===== config.mk =====
export PLATFORM = sky130hd
export DESIGN_NAME = branch_resolve
export DESIGN_NICKNAME = d
export VERILOG_FILES = /design/src/rtl/branch_resolve_pkg.sv /design/src/rtl/br_decode.sv /design/src/rtl/br_cond.sv /design/src/rtl/br_target.sv /design/src/rtl/branch_resolve.sv
export SDC_FILE = /design/constraint.sdc
export NUM_CORES = 1
export LEC_CHECK = 0
export BUFFER_PORTS_ARGS = -buffer_cell sky130_fd_sc_hd__buf_2
export CORE_ASPECT_RATIO = 1.2
export CORE_MARGIN = 2
export CORE_UTILIZATION = 25
export DETAILED_ROUTE_END_ITERATION = 8
export HOLD_SLACK_MARGIN = 0.1
export PLACE_DENSITY_LB_ADDON = 0.15
export SLEW_MARGIN = 25
export SYNTH_ARGS = -nofsm -noshare
export SYNTH_HDL_FRONTEND = slang
export SYNTH_SLANG_ARGS = --single-unit

===== constraint.sdc =====
create_clock -name clk -period 3.19 [get_ports clk]
set_input_delay 0.319 -clock clk [delete_from_list [all_inputs] [get_ports clk]]
set_output_delay 0.319 -clock clk [all_outputs]
set_load 0.01 [all_outputs]

===== src/rtl/branch_resolve_pkg.sv =====
// Shared types for the branch resolution unit.
// Assumes the 32-bit instruction word layout with a 6-bit major opcode.
package branch_resolve_pkg;
    localparam int OPC_W = 6;
    localparam int REG_W = 5;
    localparam int OFF_W = 16;
    localparam int IDX_W = 26;

    // Kind of control transfer.
    typedef enum logic [1:0] {
        XFER_NONE = 2'd0,
        XFER_COND = 2'd1,
        XFER_JIDX = 2'd2,
        XFER_JREG = 2'd3
    } xfer_e;

    // Condition to evaluate.
    typedef enum logic [3:0] {
        TST_ALWAYS, TST_EQ, TST_NE, TST_LEZ, TST_GTZ,
        TST_LTZ, TST_GEZ, TST_CTRUE, TST_CFALSE
    } test_e;

    typedef struct packed {
        xfer_e             kind;
        test_e             test;
        logic              likely;
        logic              link;
        logic [REG_W-1:0]  link_reg;
    } ctrl_t;
endpackage


===== src/rtl/br_decode.sv =====
// Decodes one instruction word into a control-transfer descriptor.
// Assumes words that are not recognised are ordinary instructions (kind NONE).
module br_decode
    import branch_resolve_pkg::*;
(
    input  logic [31:0] instr,
    output ctrl_t       ctrl
);
    logic [OPC_W-1:0] opc;
    logic [REG_W-1:0] f_rs, f_rt, f_rd;
    logic [4:0]       f_sh;
    logic [5:0]       f_fn;

    assign opc  = instr[31:26];
    assign f_rs = instr[25:21];
    assign f_rt = instr[20:16];
    assign f_rd = instr[15:11];
    assign f_sh = instr[10:6];
    assign f_fn = instr[5:0];

    // Map opcode groups onto kind, test, likely and link attributes.
    always_comb begin
        ctrl = '{kind: XFER_NONE, test: TST_ALWAYS, likely: 1'b0,
                 link: 1'b0, link_reg: 5'd31};
        unique casez (opc)
            6'b000000: begin
                if (f_sh == 5'd0 && f_fn[5:1] == 5'b00100) begin
                    ctrl.kind     = XFER_JREG;
                    ctrl.link     = f_fn[0];
                    ctrl.link_reg = f_rd;
                end
            end
            6'b000001: begin
                if (f_rt[3:2] == 2'b00) begin
                    ctrl.kind   = XFER_COND;
                    ctrl.test   = f_rt[0] ? TST_GEZ : TST_LTZ;
                    ctrl.likely = f_rt[1];
                    ctrl.link   = f_rt[4];
                end
            end
            6'b00001?: begin
                ctrl.kind = XFER_JIDX;
                ctrl.link = opc[0];
            end
            6'b0?01??: begin
                ctrl.kind   = XFER_COND;
                ctrl.likely = opc[4];
                unique case (opc[1:0])
                    2'd0:    ctrl.test = TST_EQ;
                    2'd1:    ctrl.test = TST_NE;
                    2'd2:    ctrl.test = TST_LEZ;
                    default: ctrl.test = TST_GTZ;
                endcase
            end
            6'b0100??: begin
                if (f_rs == 5'b01000) begin
                    ctrl.kind   = XFER_COND;
                    ctrl.test   = f_rt[0] ? TST_CTRUE : TST_CFALSE;
                    ctrl.likely = f_rt[1];
                end
            end
            default: ;
        endcase
    end
endmodule


===== src/rtl/br_cond.sv =====
// Evaluates a branch test on the operands; zero tests read rs as signed.
module br_cond
    import branch_resolve_pkg::*;
#(
    parameter int XLEN = 64
) (
    input  test_e           test,
    input  logic [XLEN-1:0] rs_val,
    input  logic [XLEN-1:0] rt_val,
    input  logic            cop_cond,
    output logic            hit
);
    logic neg, zero;
    assign neg  = rs_val[XLEN-1];
    assign zero = (rs_val == '0);

    // Select the outcome for the requested test.
    always_comb begin
        unique case (test)
            TST_EQ:     hit = (rs_val == rt_val);
            TST_NE:     hit = (rs_val != rt_val);
            TST_LEZ:    hit = neg | zero;
            TST_GTZ:    hit = ~neg & ~zero;
            TST_LTZ:    hit = neg;
            TST_GEZ:    hit = ~neg;
            TST_CTRUE:  hit = cop_cond;
            TST_CFALSE: hit = ~cop_cond;
            default:    hit = 1'b1;
        endcase
    end
endmodule


===== src/rtl/br_target.sv =====
// Forms the relative, index and fall-through addresses from the delay-slot address.
// Assumes word-aligned instructions (offset and index scaled by 4).
module br_target
    import branch_resolve_pkg::*;
#(
    parameter int XLEN = 64
) (
    input  logic [XLEN-1:0]  slot_pc,
    input  logic [OFF_W-1:0] offset,
    input  logic [IDX_W-1:0] index,
    output logic [XLEN-1:0]  rel_pc,
    output logic [XLEN-1:0]  idx_pc,
    output logic [XLEN-1:0]  seq_pc
);
    localparam int KEEP = XLEN - IDX_W - 2;
    logic [XLEN-1:0] off_ext;

    // Scale and sign-extend the offset, then form the three candidate addresses.
    always_comb begin
        off_ext = {{(XLEN-OFF_W-2){offset[OFF_W-1]}}, offset, 2'b00};
        rel_pc  = slot_pc + off_ext;
        idx_pc  = {slot_pc[XLEN-1 -: KEEP], index, 2'b00};
        seq_pc  = slot_pc + XLEN'(4);
    end
endmodule


===== src/rtl/branch_resolve.sv =====
// Branch resolution unit for a pipeline with one delay slot.
// Registers one result per accepted word; assumes operands are already forwarded.
module branch_resolve
    import branch_resolve_pkg::*;
#(
    parameter int XLEN = 64
) (
    input  logic            clk,
    input  logic            rst_n,
    input  logic            in_valid,
    input  logic [31:0]     instr,
    input  logic [XLEN-1:0] rs_val,
    input  logic [XLEN-1:0] rt_val,
    input  logic [XLEN-1:0] slot_pc,
    input  logic            cop_cond,
    output logic            out_valid,
    output logic            taken,
    output logic            annul,
    output logic [XLEN-1:0] next_pc,
    output logic            link_we,
    output logic [4:0]      link_reg,
    output logic [XLEN-1:0] link_val
);
    ctrl_t           ctrl;
    logic            hit, go;
    logic [XLEN-1:0] rel_pc, idx_pc, seq_pc, dest;

    br_decode u_dec (.instr(instr), .ctrl(ctrl));

    br_cond #(.XLEN(XLEN)) u_cond (
        .test(ctrl.test), .rs_val(rs_val), .rt_val(rt_val),
        .cop_cond(cop_cond), .hit(hit)
    );

    br_target #(.XLEN(XLEN)) u_tgt (
        .slot_pc(slot_pc), .offset(instr[OFF_W-1:0]), .index(instr[IDX_W-1:0]),
        .rel_pc(rel_pc), .idx_pc(idx_pc), .seq_pc(seq_pc)
    );

    // Choose the next fetch address from the transfer kind and outcome.
    always_comb begin
        go = (ctrl.kind != XFER_NONE) && hit;
        unique case (ctrl.kind)
            XFER_COND: dest = rel_pc;
            XFER_JIDX: dest = idx_pc;
            XFER_JREG: dest = rs_val;
            default:   dest = seq_pc;
        endcase
        if (!go) dest = seq_pc;
    end

    // Result register; flags are cleared on reset and on idle cycles.
    always_ff @(posedge clk) begin
        if (!rst_n) begin
            out_valid <= 1'b0;
            taken     <= 1'b0;
            annul     <= 1'b0;
            link_we   <= 1'b0;
            link_reg  <= '0;
            next_pc   <= '0;
            link_val  <= '0;
        end else begin
            out_valid <= in_valid;
            taken     <= in_valid & go;
            annul     <= in_valid & (ctrl.kind != XFER_NONE) & ctrl.likely & ~go;
            link_we   <= in_valid & (ctrl.kind != XFER_NONE) & ctrl.link;
            link_reg  <= ctrl.link_reg;
            next_pc   <= dest;
            link_val  <= seq_pc;
        end
    end


    result_latency_chk: assert property (@(posedge clk) disable iff (!rst_n)
        in_valid |=> out_valid);

    idle_quiet_chk: assert property (@(posedge clk) disable iff (!rst_n)
        !in_valid |=> !taken && !annul && !link_we);

    annul_excl_chk: assert property (@(posedge clk) disable iff (!rst_n)
        annul |-> !taken && out_valid);

    link_value_chk: assert property (@(posedge clk) disable iff (!rst_n)
        in_valid ##1 link_we |-> link_val == $past(slot_pc) + XLEN'(4));

    fallthru_chk: assert property (@(posedge clk) disable iff (!rst_n)
        in_valid ##1 !taken |-> next_pc == $past(slot_pc) + XLEN'(4));
endmodule


==> run_results.csv <==
group,metric,value,unit
outcome,outcome,"finished clean",
hold_path,worstHoldPathCells,3,
pwr,switchingPower,2250,uW
global_route,grt_overflow,0,
global_route,grt_pass1_vias,13871,
pwr,power_density,376,mW/mm^2
logic_synthesis,synth_edf_count,0,
die,die_h,237,microns
setup_path,crit_chain,"buf_2 > buf_4 > xnor2_4 > nand4_1 > nor4_2 > buf_4 > nand4_1 > o21ai_2 > nor3b_1 > or3_1 > and2_1 > buf_12 > o221ai_1 > buf_4 > a21oi_1",
pwr,p_clk_frac,0.336,
place,post-place-ws,-0.754,ns
setup_path,cp_data_required_time,3.55,ns
finish,drive_gt1_frac,0.338,
logic_synthesis,synth_seq_cells,137,
logic_synthesis,yosys_warnings,0,
global_route,grt_pass1_wl,90.0,mm
logic_synthesis,syn_nets,1830,
logic_synthesis,synth_top_cell_by_area,"dfxtp_1",
setup_path,crit_path_max_fanout,14,
place,dp.cells,2716,
setup_path,cp-startpoint,"rs_val[58]",
sta,max_freq,0.336,GHz
finish,nNetsFinal,2423,
sta,maxSlewHeadroom,0.472,
logic_synthesis,synthTopCellsByArea,"dfxtp_1 (24%), xnor2_1 (8.1%), ha_1 (7.3%), a21oi_1 (7.1%), nand2_1 (6.4%)",
pwr,intPower,3970,uW
logic_synthesis,synth_cells,1535,
global_route,grt_start_max_net_pins,96,
clocking,path_clk_slew,0.07,ns
place,place_congestion,0.953,
finish,final_cell_count_no_fill,2752,
setup_path,crit_type,"in2reg",
routing,wire_per_inst,23.1,microns
sta,period_share,0.933,
logic_synthesis,muxShareOfSynthArea,0.0168,
sta,worst_slew_pin_slew,0.785,ns
hold_path,hold_class,"in2reg",
clocking,htreeDepth,4,
routing,drt-total-wl,63.6,mm
logic_synthesis,ys_seq_area_frac,0.242,
logic_synthesis,ys_types,80,
sta,grt_setup_unrepaired,"false",
logic_synthesis,yosys.area.top_type_share,0.242,
pwr,combPwrFrac,0.365,
finish,finish.instance_area,0.0166,sq mm
clocking,tritoncts,"built",
setup_path,slowest_stage,"or3_1",
logic_synthesis,synth_fa_ha_area_frac,0.0745,
logic_synthesis,syn_avg_cell_area,7.39,sq um
finish,area_growth,46.0,%
logic_synthesis,synthArstFlopShare,0,
pwr,power.total,6230,uW
hold_path,hold_start,"instr[11]",
sta,period_needed,2.98,ns
logic_synthesis,synth_xor_area_frac,0.126,
clocking,numCtsBuffers,17,
pwr,ir_drop,0.000416,V
clocking,cts_sinks,137,
place,dpl_cell_area,0.0159,sq mm
logic_synthesis,synthFlopType,"dfxtp_1",
routing,avgViaCountPerCell,5.08,
die,die_w,198,microns
die,start_util,0.253,
die,core,0.0449,sq mm
routing,ant_nets,0,
die,num_rows,85,
run,maxCapViolCount,0,
pwr,swShare,0.362,
setup_path,cpMostUsedCell,"buf_4",
global_route,antenna_found_initial,4,
sta,hold_viol,0,
sta,whs,0.136,ns
sta,slew_viol_final,0,
clocking,root_buffer,"clkbuf_16",
pwr,p_leak,0.00757,uW
place,io_buffers,364,
logic_synthesis,synth_top_family_by_area,"simple AND/OR/NAND/NOR gates",
clocking,clock_path_buffers,2,
sta,setup_ws,0.215,ns
die,io_pins,365,
global_route,grt_util_all_layers,0.264,
setup_path,end_kind,"register",
routing,drcViolationCount,0,
sta,finalSetupViolations,0,
setup_path,crit_arrival,3.33,ns
routing,via_count,13986,
logic_synthesis,synth_compound_area_frac,0.243,
place,dpl.hpwl,52.3,mm
routing,first_pass_iters,7,
logic_synthesis,syn_area,0.0113,sq mm
logic_synthesis,synth_simple_gate_area_frac,0.259,
clocking,post_cts_buffers,0,
die,die-area,0.0471,sq mm
pwr,p_seq_frac,0.299,
finish,fillCellCount,4891,
setup_path,startpoint_type,"input port",
setup_path,critical_path.max_stage_delay,0.36,ns
routing,drt_iter0_markers,830,
==> power by group through the flow <==
stage	Sequential [uW]	Clock [uW]	Combinational (uW)
finish	1860	2090	2270
floorplan	1950	0	985
global route	1870	2210	2440
global placement	1900	0	2250
CTS	1860	2160	2260
detailed placement	1900	0	2240
==> placed cells by master (no fill, tap or decap), types with 9 or more instances in the layout <==
| cell | count |
|---|---|
| a211oi_1 | 31 |
| a21o_1 | 28 |
| a21oi_1 | 162 |
| a31oi_1 | 13 |
| and2_1 | 17 |
| and3_1 | 18 |
| buf_12 | 10 |
| buf_2 | 364 |
| buf_4 | 282 |
| clkbuf_16 | 17 |
| dfxtp_1 | 137 |
| ha_1 | 66 |
| inv_1 | 24 |
| mux2i_1 | 19 |
| nand2_1 | 194 |
| nand3_1 | 49 |
| nand4_1 | 63 |
| nor2_1 | 147 |
| nor3_1 | 27 |
| nor4_1 | 27 |
| o21a_1 | 14 |
| o21ai_0 | 71 |
| o21bai_1 | 13 |
| o22ai_1 | 12 |
| o31ai_1 | 9 |
| o31ai_2 | 9 |
| or3_1 | 11 |
| xnor2_1 | 104 |
| xor2_1 | 56 |
==> synthesized netlist by cell type, types with 4 or more instances <==
cell	number
a211o_1	7
a211oi_1	31
a21o_1	28
a21oi_1	162
a221oi_1	5
a31oi_1	13
and2_1	17
and3_1	18
and4_1	6
buf_1	6
buf_2	7
clkbuf_1	66
dfxtp_1	137
ha_1	66
inv_1	24
mux2i_1	19
nand2_1	195
nand2b_1	5
nand3_1	49
nand4_1	63
nor2_1	150
nor2b_1	8
nor3_1	27
nor4_1	28
o211a_1	5
o211ai_1	6
o21a_1	14
o21ai_0	72
o21ai_1	7
o21bai_1	13
o221ai_1	4
o22ai_1	12
o2bb2ai_1	8
o31a_1	4
o31ai_1	10
o31ai_2	9
or2_2	4
or3_1	11
xnor2_1	105
xor2_1	56
==> path summary, 6_finish.rpt <==
| path | to | slack, ns |
|---|---|---|
| setup / recovery | next_pc[60]$_SDFF_PN0_ | 0.21 |
| hold / removal | link_reg[0]$_SDFF_PN0_ | 0.14 |
==> worst max-delay path: cells and delay by family <==
kind | cells | cell delay [ns]
AO/OA/AOI/OAI | 3 | 0.49
XOR/XNOR | 1 | 0.28
buffers and inverters | 5 | 0.75
AND/OR/NAND/NOR | 6 | 1.48
==> metrics by stage <==
stage	setup TNS, ns	util
final	0	0.369
after global routing	0	0.369
after CTS	0	0.369
after detailed placement	-39.36	0.355
after global placement	-41.89	0.355
after floorplan	0	-
==> routing by layer <==
metal,track usage,share of wire,up-vias
met1,0.335,0.44,6673
met2,0.445,0.48,487
met3,0.0482,0.058,69
met4,0.0934,0.028,2
li1,-,-,6755
met5,0,0.00014,-
==> cells by family (layout without fill, tap and decap cells) <==
logic type / Yosys count / after routing
XOR/XNOR: 162 / 162
adder cells (fa/ha/maj): 67 / 67
buffers and inverters: 109 / 715
AND/OR/NAND/NOR: 606 / 606
AO/OA/AOI/OAI: 435 / 435
multiplexers: 19 / 19
flip-flops: 137 / 137
other: 0 / 2
==> what timing repair did <==
item,4_1_cts,5_1_grt
hold buffers,2,0
endpoints found under the hold margin,4,0
setup endpoints to repair,52,5
gates resized for setup,2,3
pin swaps,1,1
==> area by class of cell <==
type,instances,area (sq um),share of cell area
sequential,137,2740,0.165
tap,609,762,0.0460
multi-input combinational,1289,8220,0.496
timing repair buffer,658,4160,0.251
inverter,25,93.8,0.00566
clock inverter,15,161,0.00974
antenna,2,5.00,0.000302
clock buffer,17,425,0.0257
(Power assumes the default switching activity.)
